### src/rtl/ipa_pkg.sv
`timescale 1ns/1ps
package ipa_pkg;
  localparam int PARCEL_W = 16;
  localparam int INSN_W   = 32;

  // a parcel opens a 32-bit instruction when its two low bits are both set
  function automatic logic opens_long(input logic [PARCEL_W-1:0] p);
    return p[1:0] == 2'b11;
  endfunction

  // number of parcels an instruction with this first parcel occupies
  function automatic logic [1:0] parcels_of(input logic [PARCEL_W-1:0] p);
    return opens_long(p) ? 2'd2 : 2'd1;
  endfunction

  // byte step of the program counter after an instruction
  function automatic logic [2:0] byte_step(input logic is_short);
    return is_short ? 3'd2 : 3'd4;
  endfunction
endpackage

### src/rtl/ipa_parcel_q.sv
`timescale 1ns/1ps
module ipa_parcel_q #(
  parameter int DEPTH = 4
) (
  input  logic                          clk,
  input  logic                          rst_n,
  input  logic                          flush,
  input  logic [1:0]                    push_n,
  input  logic [ipa_pkg::PARCEL_W-1:0]  push_first,
  input  logic [ipa_pkg::PARCEL_W-1:0]  push_second,
  input  logic [1:0]                    pop_n,
  output logic [ipa_pkg::PARCEL_W-1:0]  head0,
  output logic [ipa_pkg::PARCEL_W-1:0]  head1,
  output logic [$clog2(DEPTH+1)-1:0]    count
);
  localparam int PW = $clog2(DEPTH);
  localparam int CW = $clog2(DEPTH+1);

  logic [ipa_pkg::PARCEL_W-1:0] slot [DEPTH];
  logic [PW-1:0] wr_ptr, rd_ptr;
  logic [PW-1:0] wr_nx, rd_nx;

  assign wr_nx = wr_ptr + PW'(1);
  assign rd_nx = rd_ptr + PW'(1);

  generate
    for (genvar i = 0; i < DEPTH; i++) begin : g_slot
      localparam logic [PW-1:0] IDX = PW'(i);
      always_ff @(posedge clk) begin
        if (!flush && push_n != 2'd0 && wr_ptr == IDX)
          slot[i] <= push_first;
        else if (!flush && push_n == 2'd2 && wr_nx == IDX)
          slot[i] <= push_second;
      end
    end
  endgenerate

  always_ff @(posedge clk or negedge rst_n) begin
    if (!rst_n) begin
      wr_ptr <= '0;
      rd_ptr <= '0;
      count  <= '0;
    end else if (flush) begin
      wr_ptr <= '0;
      rd_ptr <= '0;
      count  <= '0;
    end else begin
      wr_ptr <= wr_ptr + PW'(push_n);
      rd_ptr <= rd_ptr + PW'(pop_n);
      count  <= count + CW'(push_n) - CW'(pop_n);
    end
  end

  assign head0 = slot[rd_ptr];
  assign head1 = slot[rd_nx];

  AST_NO_OVERFLOW: assert property (@(posedge clk) disable iff (!rst_n)
    count <= CW'(DEPTH));
  AST_NO_UNDERFLOW: assert property (@(posedge clk) disable iff (!rst_n)
    CW'(pop_n) <= count);
  AST_PUSH_FITS: assert property (@(posedge clk) disable iff (!rst_n)
    (!flush && push_n != 2'd0) |-> (count <= CW'(DEPTH-2)));
endmodule

### src/rtl/ipa_len.sv
`timescale 1ns/1ps
module ipa_len #(
  parameter int CW = 3
) (
  input  logic [ipa_pkg::PARCEL_W-1:0] head0,
  input  logic [ipa_pkg::PARCEL_W-1:0] head1,
  input  logic [CW-1:0]                count,
  output logic                         avail,
  output logic                         is_short,
  output logic [1:0]                   need,
  output logic [ipa_pkg::INSN_W-1:0]   insn
);
  always_comb begin
    need     = ipa_pkg::parcels_of(head0);
    is_short = !ipa_pkg::opens_long(head0);
    avail    = count >= CW'(need);
    insn     = is_short ? {16'h0000, head0} : {head1, head0};
  end
endmodule

### src/rtl/ipa_aligner.sv
`timescale 1ns/1ps
module ipa_aligner #(
  parameter int AW    = 32,
  parameter int DEPTH = 4
) (
  input  logic          clk,
  input  logic          rst_n,
  input  logic          redirect_i,
  input  logic [AW-1:0] redirect_pc_i,
  input  logic          word_valid_i,
  input  logic [31:0]   word_data_i,
  output logic          word_ready_o,
  output logic          ins_valid_o,
  input  logic          ins_ready_i,
  output logic [31:0]   ins_data_o,
  output logic          ins_short_o,
  output logic [AW-1:0] ins_addr_o
);
  localparam int CW = $clog2(DEPTH+1);

  logic [AW-1:0] pc_q;
  logic          skip_q;
  logic [CW-1:0] count;
  logic [15:0]   head0, head1;
  logic          avail, is_short;
  logic [1:0]    need, push_n, pop_n;
  logic [15:0]   push_first;
  logic          word_fire, ins_fire, has_room;

  assign has_room     = count <= CW'(DEPTH-2);
  assign word_ready_o = !redirect_i && has_room;
  assign word_fire    = word_valid_i && word_ready_o;
  assign push_n       = word_fire ? (skip_q ? 2'd1 : 2'd2) : 2'd0;
  assign push_first   = skip_q ? word_data_i[31:16] : word_data_i[15:0];

  assign ins_valid_o  = avail && !redirect_i;
  assign ins_fire     = ins_valid_o && ins_ready_i;
  assign pop_n        = ins_fire ? need : 2'd0;
  assign ins_short_o  = is_short;
  assign ins_addr_o   = pc_q;

  ipa_parcel_q #(.DEPTH(DEPTH)) u_q (
    .clk(clk), .rst_n(rst_n), .flush(redirect_i),
    .push_n(push_n), .push_first(push_first), .push_second(word_data_i[31:16]),
    .pop_n(pop_n), .head0(head0), .head1(head1), .count(count)
  );

  ipa_len #(.CW(CW)) u_len (
    .head0(head0), .head1(head1), .count(count),
    .avail(avail), .is_short(is_short), .need(need), .insn(ins_data_o)
  );

  always_ff @(posedge clk or negedge rst_n) begin
    if (!rst_n) begin
      pc_q   <= '0;
      skip_q <= 1'b0;
    end else if (redirect_i) begin
      pc_q   <= {redirect_pc_i[AW-1:1], 1'b0};
      skip_q <= redirect_pc_i[1];
    end else begin
      if (ins_fire) pc_q <= pc_q + AW'(ipa_pkg::byte_step(is_short));
      if (word_fire) skip_q <= 1'b0;
    end
  end

  AST_SHORT_FORM: assert property (@(posedge clk) disable iff (!rst_n)
    (ins_valid_o && ins_short_o) |-> (ins_data_o[31:16] == 16'h0 && ins_data_o[1:0] != 2'b11));
  AST_LONG_FORM: assert property (@(posedge clk) disable iff (!rst_n)
    (ins_valid_o && !ins_short_o) |-> (ins_data_o[1:0] == 2'b11));
  AST_PC_STEP: assert property (@(posedge clk) disable iff (!rst_n)
    (ins_fire && !redirect_i) |=> (ins_addr_o == $past(ins_addr_o) + ($past(ins_short_o) ? AW'(2) : AW'(4))));
  AST_HALF_ALIGNED: assert property (@(posedge clk) disable iff (!rst_n)
    ins_valid_o |-> !ins_addr_o[0]);
  AST_REDIRECT_EMPTY: assert property (@(posedge clk) disable iff (!rst_n)
    redirect_i |=> (count == '0 && ins_addr_o == {$past(redirect_pc_i[AW-1:1]), 1'b0}));
  AST_REDIRECT_QUIET: assert property (@(posedge clk) disable iff (!rst_n)
    redirect_i |-> (!ins_valid_o && !word_ready_o));
  AST_HOLD_STABLE: assert property (@(posedge clk) disable iff (!rst_n)
    (ins_valid_o && !ins_ready_i && !redirect_i) |=>
      (redirect_i || (ins_valid_o && $stable(ins_data_o) && $stable(ins_addr_o) && $stable(ins_short_o))));
endmodule

### config.mk
export PLATFORM = sky130hd
export DESIGN_NAME = ipa_aligner
export DESIGN_NICKNAME = d
export VERILOG_FILES = /design/src/rtl/ipa_pkg.sv /design/src/rtl/ipa_parcel_q.sv /design/src/rtl/ipa_len.sv /design/src/rtl/ipa_aligner.sv
export SDC_FILE = /design/constraint.sdc
export NUM_CORES = 1
export LEC_CHECK = 0
export ABC_CLOCK_PERIOD_IN_PS = 5300
export BUFFER_PORTS_ARGS = -buffer_cell sky130_fd_sc_hd__buf_4
export CAP_MARGIN = 20
export CORE_MARGIN = 2
export CORE_UTILIZATION = 23
export CTS_CLUSTER_DIAMETER = 60
export DETAILED_ROUTE_END_ITERATION = 7
export GPL_ROUTABILITY_DRIVEN = 0
export HOLD_SLACK_MARGIN = 0.03
export PLACE_DENSITY = 0.38
export SLEW_MARGIN = 0
export SYNTH_ARGS = -nofsm -noshare
export SYNTH_HDL_FRONTEND = slang
export SYNTH_SLANG_ARGS = --single-unit
export TNS_END_PERCENT = 5
### constraint.sdc
create_clock -name clk -period 5.3 [get_ports clk]
set_clock_uncertainty 0.15 [all_clocks]
set_input_delay 0.265 -clock clk [delete_from_list [all_inputs] [get_ports clk]]
set_output_delay 0.265 -clock clk [all_outputs]
set_load 0.02 [all_outputs]
After elaboration in Yosys (flattened, before gate mapping):

Memories as Yosys holds them, arrays and structs flattened.
Cells that the tools add are included.

* register bits: 40
* memory bits (writable): 64
* input port bits: 69
* word-level logic and storage cells: 94
* memories: 1

* add/sub/neg operators: 7
* $lt $le $gt $ge: 2
* equality and inequality tests: 8
* multiplexer cells: 44
* bitwise logic cells: 4
* reduce and logical (&&, ||, !) cells: 23

Memories
* u_q.slot: words 4, width 16, read ports 2, clocked after Yosys merged registers in 0, wr ports 2, RTL line ipa_parcel_q.sv:19 `logic [ipa_pkg::PARCEL_W-1:0] slot [DEPTH];`

Operators with widths (number)
* 16-bit two-way mux: 7
* 32-bit two-way mux: 3
* 32-bit by 3-bit adder with 32-bit output: 1
* 16-bit OR reduction: 2
* 1-bit two-way mux: 24
* 2-bit two-way mux: 8
* 1-bit logical AND: 14
* 2-bit equality test (second input constant): 6
* 3-bit two-way mux: 2
* 2-bit nonzero test: 3
* 2-bit by 1-bit adder with 2-bit output (second input constant): 2
* 2-bit adder: 2
* 2-bit by 1-bit equality test with 1-bit output (second input constant): 2
* 2-bit logical NOT: 2
* 1-bit bitwise OR: 4
* 3-bit by 2-bit adder with 3-bit output: 1
* 3-bit by 2-bit greater-or-equal comparator with 1-bit output: 1
* 3-bit by 2-bit <= comparator with 1-bit output (second input constant): 1
* 3-bit by 2-bit subtractor with 3-bit output: 1
* 1-bit logical NOT: 2

Depth between registers and ports, before layout:

Gate-level depths: netlist (run 1).

* depth after elaboration: 13
* depth in mapped cells: 15

Modules after synthesis:

From an unflattened synthesis (run 1), not the netlist that was laid out.

* cell total of the unflattened synthesis: 512
* area total of the unflattened synthesis: 6371.1 µm²

By module, submodules not included
* ipa_parcel_q: instances 1, cells each 224, area an instance 3933.8 µm², seq. area each 2097.0 µm²
* ipa_aligner: instances 1, cells each 246, area an instance 2130.8 µm², seq. area each 800.8 µm²
* ipa_len: instances 1, cells each 42, area an instance 306.5 µm², seq. area each 0.0 µm²

Worst setup path after synthesis (run 1):

OpenSTA, ideal clock, no wires.

* path type: flip-flop to flip-flop
* start: register u_q.rd_ptr[1]
* end: register u_q.count[2]
* setup time: 0.132 ns
* arrival: 3.840 ns
* setup slack: 1.178 ns
* stages on the path, launching flop included: 13
* path buffers: 2
* clock period less this slack: 4.122 ns
* cells stage by stage: dfrtp_1 -> buf_2 -> mux4_2 -> nand2_1 -> ha_1 -> nand2b_1 -> a31oi_1 -> clkbuf_1 -> nor3_1 -> fa_1 -> fa_1 -> xnor2_1 -> nor2_1

* cells in the longest elaborated chain, start to end: 9

RTL lines
* from (decl): RTL line ipa_parcel_q.sv:20 `logic [PW-1:0] wr_ptr, rd_ptr;`
* from (signal assigned): RTL line ipa_parcel_q.sv:49 `rd_ptr <= rd_ptr + PW'(pop_n);`
* memory read 4 x 16 bit *
* 2-bit equality test *: RTL line ipa_pkg.sv:8 `return p[1:0] == 2'b11;`
* 2-bit two-way mux *: RTL line ipa_pkg.sv:13 `return opens_long(p) ? 2'd2 : 2'd1;`
* 3-bit by 2-bit greater-or-equal comparator with 1-bit output: RTL line ipa_len.sv:16 `avail = count >= CW'(need);`
* 1-bit logical AND: RTL line ipa_aligner.sv:36 `assign ins_valid_o = avail && !redirect_i;`
* 1-bit logical AND: RTL line ipa_aligner.sv:37 `assign ins_fire = ins_valid_o && ins_ready_i;`
* 2-bit two-way mux *: RTL line ipa_aligner.sv:38 `assign pop_n = ins_fire ? need : 2'd0;`
* 3-bit by 2-bit subtractor with 3-bit output *: RTL line ipa_parcel_q.sv:50 `count <= count + CW'(push_n) - CW'(pop_n);`
* 3-bit two-way mux *: RTL line ipa_parcel_q.sv:43 `end else if (flush) begin`
* to (signal assigned): RTL line ipa_parcel_q.sv:50
* to (decl): RTL line ipa_parcel_q.sv:14 `output logic [$clog2(DEPTH+1)-1:0] count`

Mark *: on every way between the ends. The rest lies on a longest branch, timed or not.
A chain may end at the register's enable or synchronous reset.

Final worst setup path (run 1):

* start: register u_q.rd_ptr[1]
* end: register pc_q[25] (netlist: ins_addr_o[25])

* cells in the longest elaborated chain, start to end: 7
* elaborated cells between the ends (all ways): 11
* those cells by class: add/sub: 1; order compare: 1; eq/ne: 1; mux: 4; reduce/logical: 3; memory: 1

RTL lines
* memory read 4 x 16 bit *
* 2-bit equality test *: RTL line ipa_pkg.sv:8
* branches (longest 5 deep; another with 32-bit by 3-bit adder with 32-bit output)
* to (signal assigned): RTL line ipa_aligner.sv:58 `pc_q <= {redirect_pc_i[AW-1:1], 1'b0};`
* to (signal assigned): RTL line ipa_aligner.sv:61 `if (ins_fire) pc_q <= pc_q + AW'(ipa_pkg::byte_step(is_short));`
* to (decl): RTL line ipa_aligner.sv:21 `logic [AW-1:0] pc_q;`

Mark *: on every way between the ends. The select of a mux whose other input is x is not followed.

==> results.md, run 1 <==
- DRT Pass-1 Iters: 4
- Fill count: between 2000 and 3000
- Syn_nets: roughly 570
- Clock root buffer: clkbuf_16
- Clock Path Buffers: 2
- Status: finished, final reports clean
- Max incr delay on CP: between 0.7 and 0.8 ns
- Top_reg_cell synth: edfxtp_1
- Core area: approximately 0.026 mm^2
- Worst path bufs/invs: 2
- HP Class: primary input to flip-flop
- Tot GR Track Use: around an eighth
- Crit-path leading delay family: simple AND/OR/NAND/NOR gates
- Area occupied by multi-input gates: around 0.003 mm^2
- Post-synth cell types: 49
- PD cells: about 390 mW/mm^2
- Seq/Total Area, Yosys: 47.8%
- Hold Slack: between 0.06 and 0.07 ns
- Data required time of the critical path: around 5.4 ns
- Max-slew violations: 0
- Slowest cell on crit path: mux4_2
- Num CTS Buffers: 9
- Num rows: 59
- Die ar.: ~0.028 mm^2
- Min cycle time layout: between 4 and 5 ns
- Max VDD drop: ~0.17 mV
- Synth async-reset ratio: between 30% and 40%
- Die height: ~170 um
- Clk sinks: between 100 and 150
- Final Hold Vio Count: 0
- Area Overhead vs Synth: 33.1%
- P_leak: 0.00306 uW
- DRT iter0 DRCs: 250
- N_diodes: 0
- Clk Latency, worst-skew pair: ~0.35 ns
- Vias in the first global route: approximately 4900
- Share of cells above drive strength 1: between 30% and 40%
- Setup violators final: 0
- Sum Neg Setup Slack: 0 ns
- Total grt overflow: 0
- Place WS: approximately 0.88 ns
- Synthesized cell area: a little over 0.006 mm^2
- Storage cell area: 0.00290 mm^2
- Critical path data arrival time: ~4.4 ns
- Initial antenna violation count: 0
- Worst-margin pin slew: 0.804 ns
- Crit end category: flip-flop
- CP Max Fanout: 17
- Drt via density: about 4.6
- First-pass GRT wire length: roughly 29000 um
- Clock transition at path regs: approximately 0.080 ns
- Startpoint types: flip-flop
- # port buffers: around 130
- Placed insts: between 900 and 1000
- Post-DP HPWL: roughly 12000 um
- Routed len/inst: around 18 um
- Synthesis Warnings: 0
- IO Count: 136
- Final #Nets: 723
- Avg Cell Area, Syn: 12.5 um^2
- Final worst setup slack: 0.954 ns
- DRT Wirelength: roughly 18000 um
- Initial Util: a little under a quarter
- Chip width: 166 um
- CTS tree: yes
- Max-cap viol count: 0
- DRC Markers: 0
- Cell breakdown of the critical path: mux4_2 -> nand2_1 -> ha_1 -> inv_1 -> fa_1 -> nand4b_1 -> nor4_2 -> buf_4 -> nand4_1 -> o21a_1 -> o31a_1
- Yosys reg bits: ~100
- Total Power: 3110 uW
- Largest net degree at the start of global routing: 74
- Slew HR: a little under half
- Final Cycle Share: just over 80%
- Fmax achieved: around 0.23 GHz
- Antenna-violating nets left: 0
- H-tree lvl count: 3
- Syn Inst Count: 487
- RSZ-0062 raised after global routing: no
- Crit path kind: flip-flop to flip-flop
- Final cell count without fillers: a little under 1000
- Post-synth EDFFs: 64
- Via count: roughly 4600
[timing repair]
action | CTS | global route
hold endpoints to repair | 70 | 0
hold buffers | 31 | 0
resized for setup | 0 | 0
setup buffers | 0 | 0
[registers in the layout (all words and copies together) (netlist names)]
name / count
u_q.count: 3
ins_addr_o: 31
u_q.wr_ptr: 2
u_q.rd_ptr: 2
u_q.slot: 64
skip_q: 1
[cells in the final DEF, fill, tap and decap left out, types with 13 or more instances in the layout]
| cell | netlist | layout |
|---|---|---|
| nor2_1 | 18 | 15 |
| dfrtp_1 | 39 | 37 |
| nand2_1 | 40 | 40 |
| and3_1 | 18 | 18 |
| mux2_2 | 13 | 13 |
| nand3_1 | 15 | 15 |
| dlygate4sd3_1 | 0 | 31 |
| edfxtp_1 | 64 | 64 |
| inv_1 | 13 | 13 |
| mux2_1 | 52 | 52 |
| mux4_2 | 30 | 30 |
| xnor2_1 | 24 | 24 |
| buf_4 | 1 | 146 |
| o21ai_1 | 21 | 21 |
[cell usage after synthesis, types with 6 or more instances]
master | number | area, um^2
and3_1 | 18 | 113
buf_2 | 10 | 50.1
clkbuf_1 | 19 | 71.3
dfrtp_1 | 39 | 976
edfxtp_1 | 64 | 1920
ha_1 | 8 | 100
inv_1 | 13 | 48.8
mux2_1 | 52 | 586
mux2_2 | 13 | 146
mux4_2 | 30 | 676
nand2_1 | 40 | 150
nand3_1 | 15 | 75.1
nand4_1 | 10 | 62.6
nor2_1 | 18 | 67.6
nor2b_1 | 6 | 37.5
nor3_1 | 8 | 40.0
nor4_1 | 10 | 62.6
o21ai_0 | 9 | 45.0
o21ai_1 | 21 | 105
xnor2_1 | 24 | 210
xor2_1 | 7 | 61.3
[cell families (layout without fill, tap and decap cells)]
| family | Yosys count | count (layout) | share of synthesized area, % |
|---|---|---|---|
| AO/OA/AOI/OAI | 53 | 53 | 5.49 |
| buffers and inverters | 47 | 208 | 3.18 |
| adder cells (fa/ha/maj) | 11 | 11 | 2.64 |
| AND/OR/NAND/NOR | 143 | 143 | 12.6 |
| multiplexers | 98 | 98 | 23.7 |
| XOR/XNOR | 31 | 31 | 4.48 |
| flip-flops | 103 | 103 | 47.8 |
| other | 1 | 1 | 0.0618 |
[layout make-up]
class,count,area share [%]
inverter,15,0.698
clock inverter,7,0.791
timing repair buffer,177,17.4
multi-input combinational,337,37.2
sequential,103,35.9
tap,335,5.19
clock buffer,9,2.79
[worst min-delay path, stage by stage]
cell      delay, ns
buf_4          0.07
nand2b_1       0.08
o31a_1         0.11
[power by group]
part | total, uW | leakage (uW) | internal, uW | switching [uW]
clock network | 673 | 0.000142 | 332 | 341
logic | 1360 | 0.00186 | 622 | 740
registers | 1070 | 0.00106 | 953 | 118
[through the flow]
step           instance area (um^2)  util [%]
2_1_floorplan                  6060         -
3_3_place_gp                   7470      28.8
3_5_place_dp                   7470      28.8
4_1_cts                        8070      31.1
5_1_grt                        8070      31.1
6_report                       8070      31.1
[layer usage]
layer	vias to the layer above	GRT usage (%)	wire (um)
li1	2154	-	-
met1	2244	17.1	8080
met2	153	22.2	8710
met3	17	3.79	1040
met4	0	2.77	231
met5	-	0	0
[worst paths after layout]
check / startpoint / to / slack (ns) / depth (start not counted)
max in group asynchronous: rst_n / u_q.rd_ptr[1] / 4.31 / 2
worst max register to register: u_q.rd_ptr[1] / ins_addr_o[25] / 0.95 / 11
worst min-delay path: redirect_pc_i[25] / ins_addr_o[25] / 0.06 / 3
min in group asynchronous: rst_n / ins_addr_o[31] / 0.28 / 2
worst max-delay path: u_q.rd_ptr[1] / ins_addr_o[25] / 0.95 / 11
worst min register to register: ins_addr_o[31] / ins_addr_o[31] / 0.45 / 2
(Power assumes the default switching activity.)
==> inputs of run 2 (changes only) <==
ABC_CLOCK_PERIOD_IN_PS = 4400   (was 5300)
clock period = 4.4 ns   (was 5.3 ns; I/O delays follow)
==> results.md, run 2 (same netlist as run 1, synthesis figures left out) <==
- Hold EP: u_q.slot[0][10]
- Setup violators final: 0 (unchanged)
- DRC Markers: 0 (unchanged)
- PD cells: 447 mW/mm^2 (+16%)
- Num CTS Buffers: 9 (unchanged)
- Fmax achieved: 0.271 GHz (+18%)
- Die ar.: 0.0277 mm^2 (unchanged)
- Final cell count without fillers: 1030 (+4.8%)
- Hold Path Stages: 2 (-1)
- Post-DP HPWL: 12400 um (+0.44%)
- Vias in the first global route: 5026 (+2.3%)
- Most heavily used metal layer in global routing: met2
- Logic pwr share: 45.2% (+1.4 points)
- Crit end category: flip-flop
- Tot GR Track Use: 13.4% (+0.16 points)
- HP Class: primary input to flip-flop
- Worst r2r src: u_q.rd_ptr[0]
- DRT iter0 DRCs: 260 (+4.0%)
- Worst-margin pin slew: 0.701 ns (-0.103 ns)
- Final Cycle Share: 84.0% (+2.0 points)
- Commonest non-fill, non-tap cell in the layout: buf_4
- FF-to-FF setup slack: 0.70 ns (-0.25 ns)
- Initial antenna violation count: 0 (unchanged)
- Met1 Track Usage GR: 17.7% (+0.53 points)
- Final #Nets: 770 (+6.5%)
- Seq pwr share: 33.4% (-1.1 points)
- Largest register FFs: 64 (unchanged)
- Antenna-violating nets left: 0 (unchanged)
- Clk sinks: 103 (unchanged)
- P_leak: 0.00326 uW (+6.5%)
- Clock Path Buffers: 2 (unchanged)
- Die height: 166 um (unchanged)
- CP Max Fanout: 18 (+1)
- Min cycle time layout: 3.70 ns (-0.651 ns)
- Int Power: 2350 uW (+23%)
- Num rows: 59 (unchanged)
- Sw Pwr: 1460 uW (+22%)
- Critical path data arrival time: 3.76 ns (-0.68 ns)
- Data required time of the critical path: 4.46 ns (-0.94 ns)
- N_diodes: 0 (unchanged)
- M3 GR Usage: 3.17% (-0.62 points)
- Max VDD drop: 0.183 mV (+9.1%)
- DRT Wirelength: 18300 um (+1.1%)
- Crit path kind: flip-flop to flip-flop
- Sw frac: 38.3% (-0.34 points)
- Placed insts: 940 (+0.43%)
- CTS tree: yes
- Max-slew violations: 0 (unchanged)
- Routed len/inst: 17.7 um (-3.5%)
- Startpoint types: flip-flop
- GR Util met2: 22.2% (+0.054 points)
- Top reg by flops: u_q.slot
- RSZ-0062 raised after global routing: no
- Status: finished, final reports clean
- Share of cells above drive strength 1: 32.7% (-1.8 points)
- Final Hold Vio Count: 0 (unchanged)
- Clk Latency, worst-skew pair: 0.36 ns (about the same)
- Chip width: 166 um (unchanged)
- Via count: 4732 (+3.6%)
- Area Overhead vs Synth: 40.7%
- Worst r2r dst: u_q.count[2]
- Total grt overflow: 0 (unchanged)
- Largest net degree at the start of global routing: 74 (unchanged)
- Clock root buffer: clkbuf_16
- Post-CTS sizing: 0 (unchanged)
- Slew HR: 53.3% (+6.9 points)
- First-pass GRT wire length: 29200 um (+2.1%)
- Most frequent cells in the layout: 150 x buf_4, 74 x dlygate4sd3_1, 64 x edfxtp_1
- # port buffers: 133 (unchanged)
- DRT Pass-1 Iters: 4 (unchanged)
- H-tree lvl count: 3 (unchanged)
- Initial Util: 23.3% (unchanged)
- Sum Neg Setup Slack: 0 ns (unchanged)
- R2r worst-path depth: 13 (+2)
- Drt via density: 4.59 (-1.1%)
- Min-delay src: word_data_i[26]
- Core area: 0.0260 mm^2 (unchanged)
- IO Count: 136 (unchanged)
- Max-cap viol count: 0 (unchanged)
- Clock share of power: 21.4% (-0.3 points)
- Clock transition at path regs: 0.08 ns (about the same)
[run 2: changes by cell type in the layout (fill, tap and decap cells not counted)]
cell,change
buf_4,+4
dlygate4sd3_1,+43
[run 2: metal layers]
metal	vias up	share of wire, %
met5	-	0
met4	0	1.5
met3	20	5.3
met2	142	48
met1	2313	46
li1	2257	-
[run 2: worst max path at each step]
stage / startpoint / endpoint / slack [ns] / depth (start not counted)
after global placement: u_q.rd_ptr[0] / ins_addr_o[25] / 0.73 / 10
final: u_q.rd_ptr[0] / u_q.count[2] / 0.70 / 13
after CTS: u_q.rd_ptr[0] / ins_addr_o[25] / 0.66 / 10
after detailed placement: u_q.rd_ptr[0] / u_q.count[2] / 0.70 / 13
after floorplan: u_q.rd_ptr[1] / u_q.count[2] / 0.28 / 12
after global routing: u_q.rd_ptr[0] / u_q.count[2] / 0.39 / 13
[run 2: critical path, stage by stage (launching register included)]
cell and delay, ns:
dfrtp_2 0.67, mux4_2 0.39, nand2_1 0.24, ha_1 0.28, nand2b_1 0.18, a31oi_2 0.36, nor3_1 0.13, ha_1 0.31
inv_1 0.06, ha_1 0.13, inv_1 0.05, fa_1 0.37, xnor2_1 0.17, nor2_1 0.06
[run 2: repair_timing]
| item | in CTS | in global routing |
|---|---|---|
| setup buffers | 0 | 0 |
| hold buffers | 74 | 0 |
| hold endpoints to repair | 117 | 0 |
[run 2: per-stage QoR]
step	total power, uW	hold slack (ns)	utilization [%]	area [um^2]	setup slack, ns
after floorplan	2310	-0.226	-	6060	0.278
after global placement	2970	0.104	28.9	7500	0.726
after detailed placement	2990	0.112	28.9	7500	0.699
after CTS	3890	0.0306	32.8	8530	0.664
after global routing	4060	0.0397	32.8	8530	0.395
final	3810	0.0447	32.8	8530	0.704
[run 2: power groups by stage]
stage	registers [uW]	logic, uW	clock network [uW]
after floorplan	1270	1040	0
after global placement	1290	1680	0
after detailed placement	1290	1690	0
after CTS	1270	1760	850
after global routing	1290	1890	886
final	1270	1720	816
[run 2: final cells by class]
class | instances | area (um^2)
repair buffers | 224 | 1870
multi-input cells | 337 | 3000
clock inverters | 7 | 63.8
flip-flops and latches | 103 | 2900
well taps | 335 | 419
inverters | 15 | 56.3
clock buffers | 9 | 225
fillers | 2639 | 17500
==> inputs of run 3 (changes only) <==
ABC_CLOCK_PERIOD_IN_PS = 3100   (was 4400)
PLACE_DENSITY = 0.39   (was 0.38)
clock period = 3.1 ns   (was 4.4 ns; I/O delays follow)
==> results.md, run 3 (same netlist as run 1, synthesis figures left out) <==
- Status: complete, but fails checks
- Failing checks: negative setup slack
- Drt via density: 4.66 (+1.3%)
- Core area: 0.0260 mm^2 (unchanged)
- DRT iter0 DRCs: 216 (-17%)
- Initial Util: 23.3% (unchanged)
- Clock root buffer: clkbuf_16
- Clock share of power: 20.1% (-1.3 points)
- FF-to-FF setup slack: -0.07 ns (-0.77 ns)
- Num rows: 59 (unchanged)
- PD cells: 640 mW/mm^2 (+43%)
- Largest register FFs: 64 (unchanged)
- Commonest non-fill, non-tap cell in the layout: buf_4
- Logic pwr share: 48.7% (+3.5 points)
- Data required time of the critical path: 3.19 ns (-1.27 ns)
- Seq pwr share: 31.2% (-2.2 points)
- Tot GR Track Use: 13.8% (+0.32 points)
- # port buffers: 133 (unchanged)
- Fmax achieved: 0.316 GHz (+17%)
- Clk sinks: 103 (unchanged)
- Slew HR: 58.8% (+5.5 points)
- Final Cycle Share: 102% (+18 points)
- Vias in the first global route: 5307 (+5.6%)
- Clock Path Buffers: 2 (unchanged)
- Setup violators final: 3 (+3)
- Die ar.: 0.0277 mm^2 (unchanged)
- Final Hold Vio Count: 0 (unchanged)
- Via count: 4967 (+5.0%)
- Max VDD drop: 0.306 mV (+67%)
- Sw Pwr: 2160 uW (+48%)
- Top reg by flops: u_q.slot
- Final worst setup slack: -0.0660 ns (-0.770 ns)
- CP Max Fanout: 7 (-11)
- Crit path kind: flip-flop to flip-flop
- Clock transition at path regs: 0.08 ns (about the same)
- Share of cells above drive strength 1: 36.6% (+4.0 points)
- Sw frac: 37.7% (-0.53 points)
- DRT Pass-1 Iters: 4 (unchanged)
- Startpoint types: flip-flop
- Max-slew violations: 0 (unchanged)
- P_leak: 0.00345 uW (+5.8%)
- H-tree lvl count: 3 (unchanged)
- Die height: 166 um (unchanged)
- Critical path data arrival time: 3.26 ns (-0.50 ns)
- Initial antenna violation count: 0 (unchanged)
- Worst-margin pin slew: 0.619 ns (-0.0824 ns)
- Finished Cell Area: 0.00893 mm^2 (+4.7%)
- RSZ-0062 raised after global routing: yes
- CTS tree: yes
- Crit end category: flip-flop
- Final cell count without fillers: 1067 (+3.6%)
- Final core occ: 34.4% (+1.5 points)
- First-pass GRT wire length: 29800 um (+2.3%)
- Routed len/inst: 17.8 um (+0.51%)
- HP Class: primary input to asynchronous set/reset pin
- Worst r2r dst: u_q.count[1]
- Largest net degree at the start of global routing: 63 (-15%)
- Hold Slack: 0.165 ns (+0.120 ns)
- Min cycle time layout: 3.17 ns (-0.530 ns)
- Antenna-violating nets left: 0 (unchanged)
- Max-cap viol count: 0 (unchanged)
- Placed cell areas: 0.00774 mm^2 (+3.2%)
- Clk Latency, worst-skew pair: 0.36 ns (about the same)
- Post-DP HPWL: 13100 um (+5.9%)
- Total grt overflow: 0 (unchanged)
- IO Count: 136 (unchanged)
- Num CTS Buffers: 9 (unchanged)
- N_diodes: 0 (unchanged)
- Worst r2r src: u_q.rd_ptr[1]
- DRC Markers: 0 (unchanged)
- Int Power: 3560 uW (+51%)
- DRT Wirelength: 19000 um (+4.1%)
- Place WS: -0.204 ns (-0.902 ns)
- Most frequent cells in the layout: 177 x buf_4, 83 x dlygate4sd3_1, 64 x edfxtp_1
- Area Overhead vs Synth: 47.3%
- R2r worst-path depth: 13 (unchanged)
- Chip width: 166 um (unchanged)
- Final #Nets: 807 (+4.8%)
- Placed insts: 965 (+2.7%)
==> run 3: changes by cell type in the layout (fill, tap and decap cells not counted), moves of 2 or more <==
cell           previous run  this run
buf_4                   150       177
dlygate4sd3_1            74        83
fa_1                      3         1
fa_2                      0         2
ha_1                      8         6
inv_8                     3         1
nor2_1                   15        13
nor4_1                   10         7
nor4_2                    4         7
==> run 3: area by class of cell <==
type | instances | area (um^2)
Tap cell | 335 | 419
Timing Repair Buffer | 261 | 2180
Fill cell | 2624 | 17100
Inverter | 15 | 56.3
Multi-Input combinational cell | 337 | 3090
Sequential cell | 103 | 2900
Clock inverter | 7 | 66.3
Clock buffer | 9 | 225
==> run 3: worst max path at each step <==
stage / start / endpoint
after detailed placement: u_q.rd_ptr[1] / u_q.count[1]
after global routing: u_q.rd_ptr[1] / u_q.count[1]
final: u_q.rd_ptr[1] / u_q.count[1]
after global placement: u_q.rd_ptr[1] / ins_addr_o[25]
after CTS: u_q.rd_ptr[1] / u_q.count[1]
after floorplan: u_q.rd_ptr[1] / u_q.count[1]
==> run 3: metal layers <==
metal | part of all wire, % | up-vias | global-route usage [%]
met5 | 0 | - | 0
met4 | 1.8 | 0 | 3.79
met3 | 5.0 | 24 | 3.05
met2 | 50 | 147 | 24.0
met1 | 43 | 2468 | 17.1
li1 | - | 2328 | -
==> run 3: critical path, stage by stage (launching register included) <==
cell and delay (ns):
dfrtp_2 0.42, mux4_2 0.56, nand2_4 0.12, buf_12 0.13
ha_4 0.19, nand2b_4 0.15, a31oi_4 0.17, nor3_2 0.07
ha_1 0.27, inv_1 0.05, ha_1 0.13, inv_1 0.06
fa_2 0.55, nor2_1 0.03
==> run 3: what timing repair did <==
item                                    CTS  global route
hold endpoints to repair                140             0
gates cloned                              0             0
endpoints found under the setup margin    8            23
setup buffers                             3             0
resized for setup                         4             8
hold buffers                             83             0
pin swaps                                 4             0
==> run 3: power by group through the flow <==
stage	clock network, uW	registers (uW)	logic [uW]
6_report	1150	1780	2780
3_3_place_gp	0	1810	2650
2_1_floorplan	0	1810	1580
4_1_cts	1200	1790	2830
5_1_grt	1240	1810	3020
3_5_place_dp	0	1810	2710
==> run 3: through the flow <==
step,total power [uW],setup TNS [ns]
2_1_floorplan,3390,-1.48
3_3_place_gp,4460,-0.367
3_5_place_dp,4520,-0.871
4_1_cts,5820,-0.284
5_1_grt,6070,-1.80
6_report,5710,-0.136
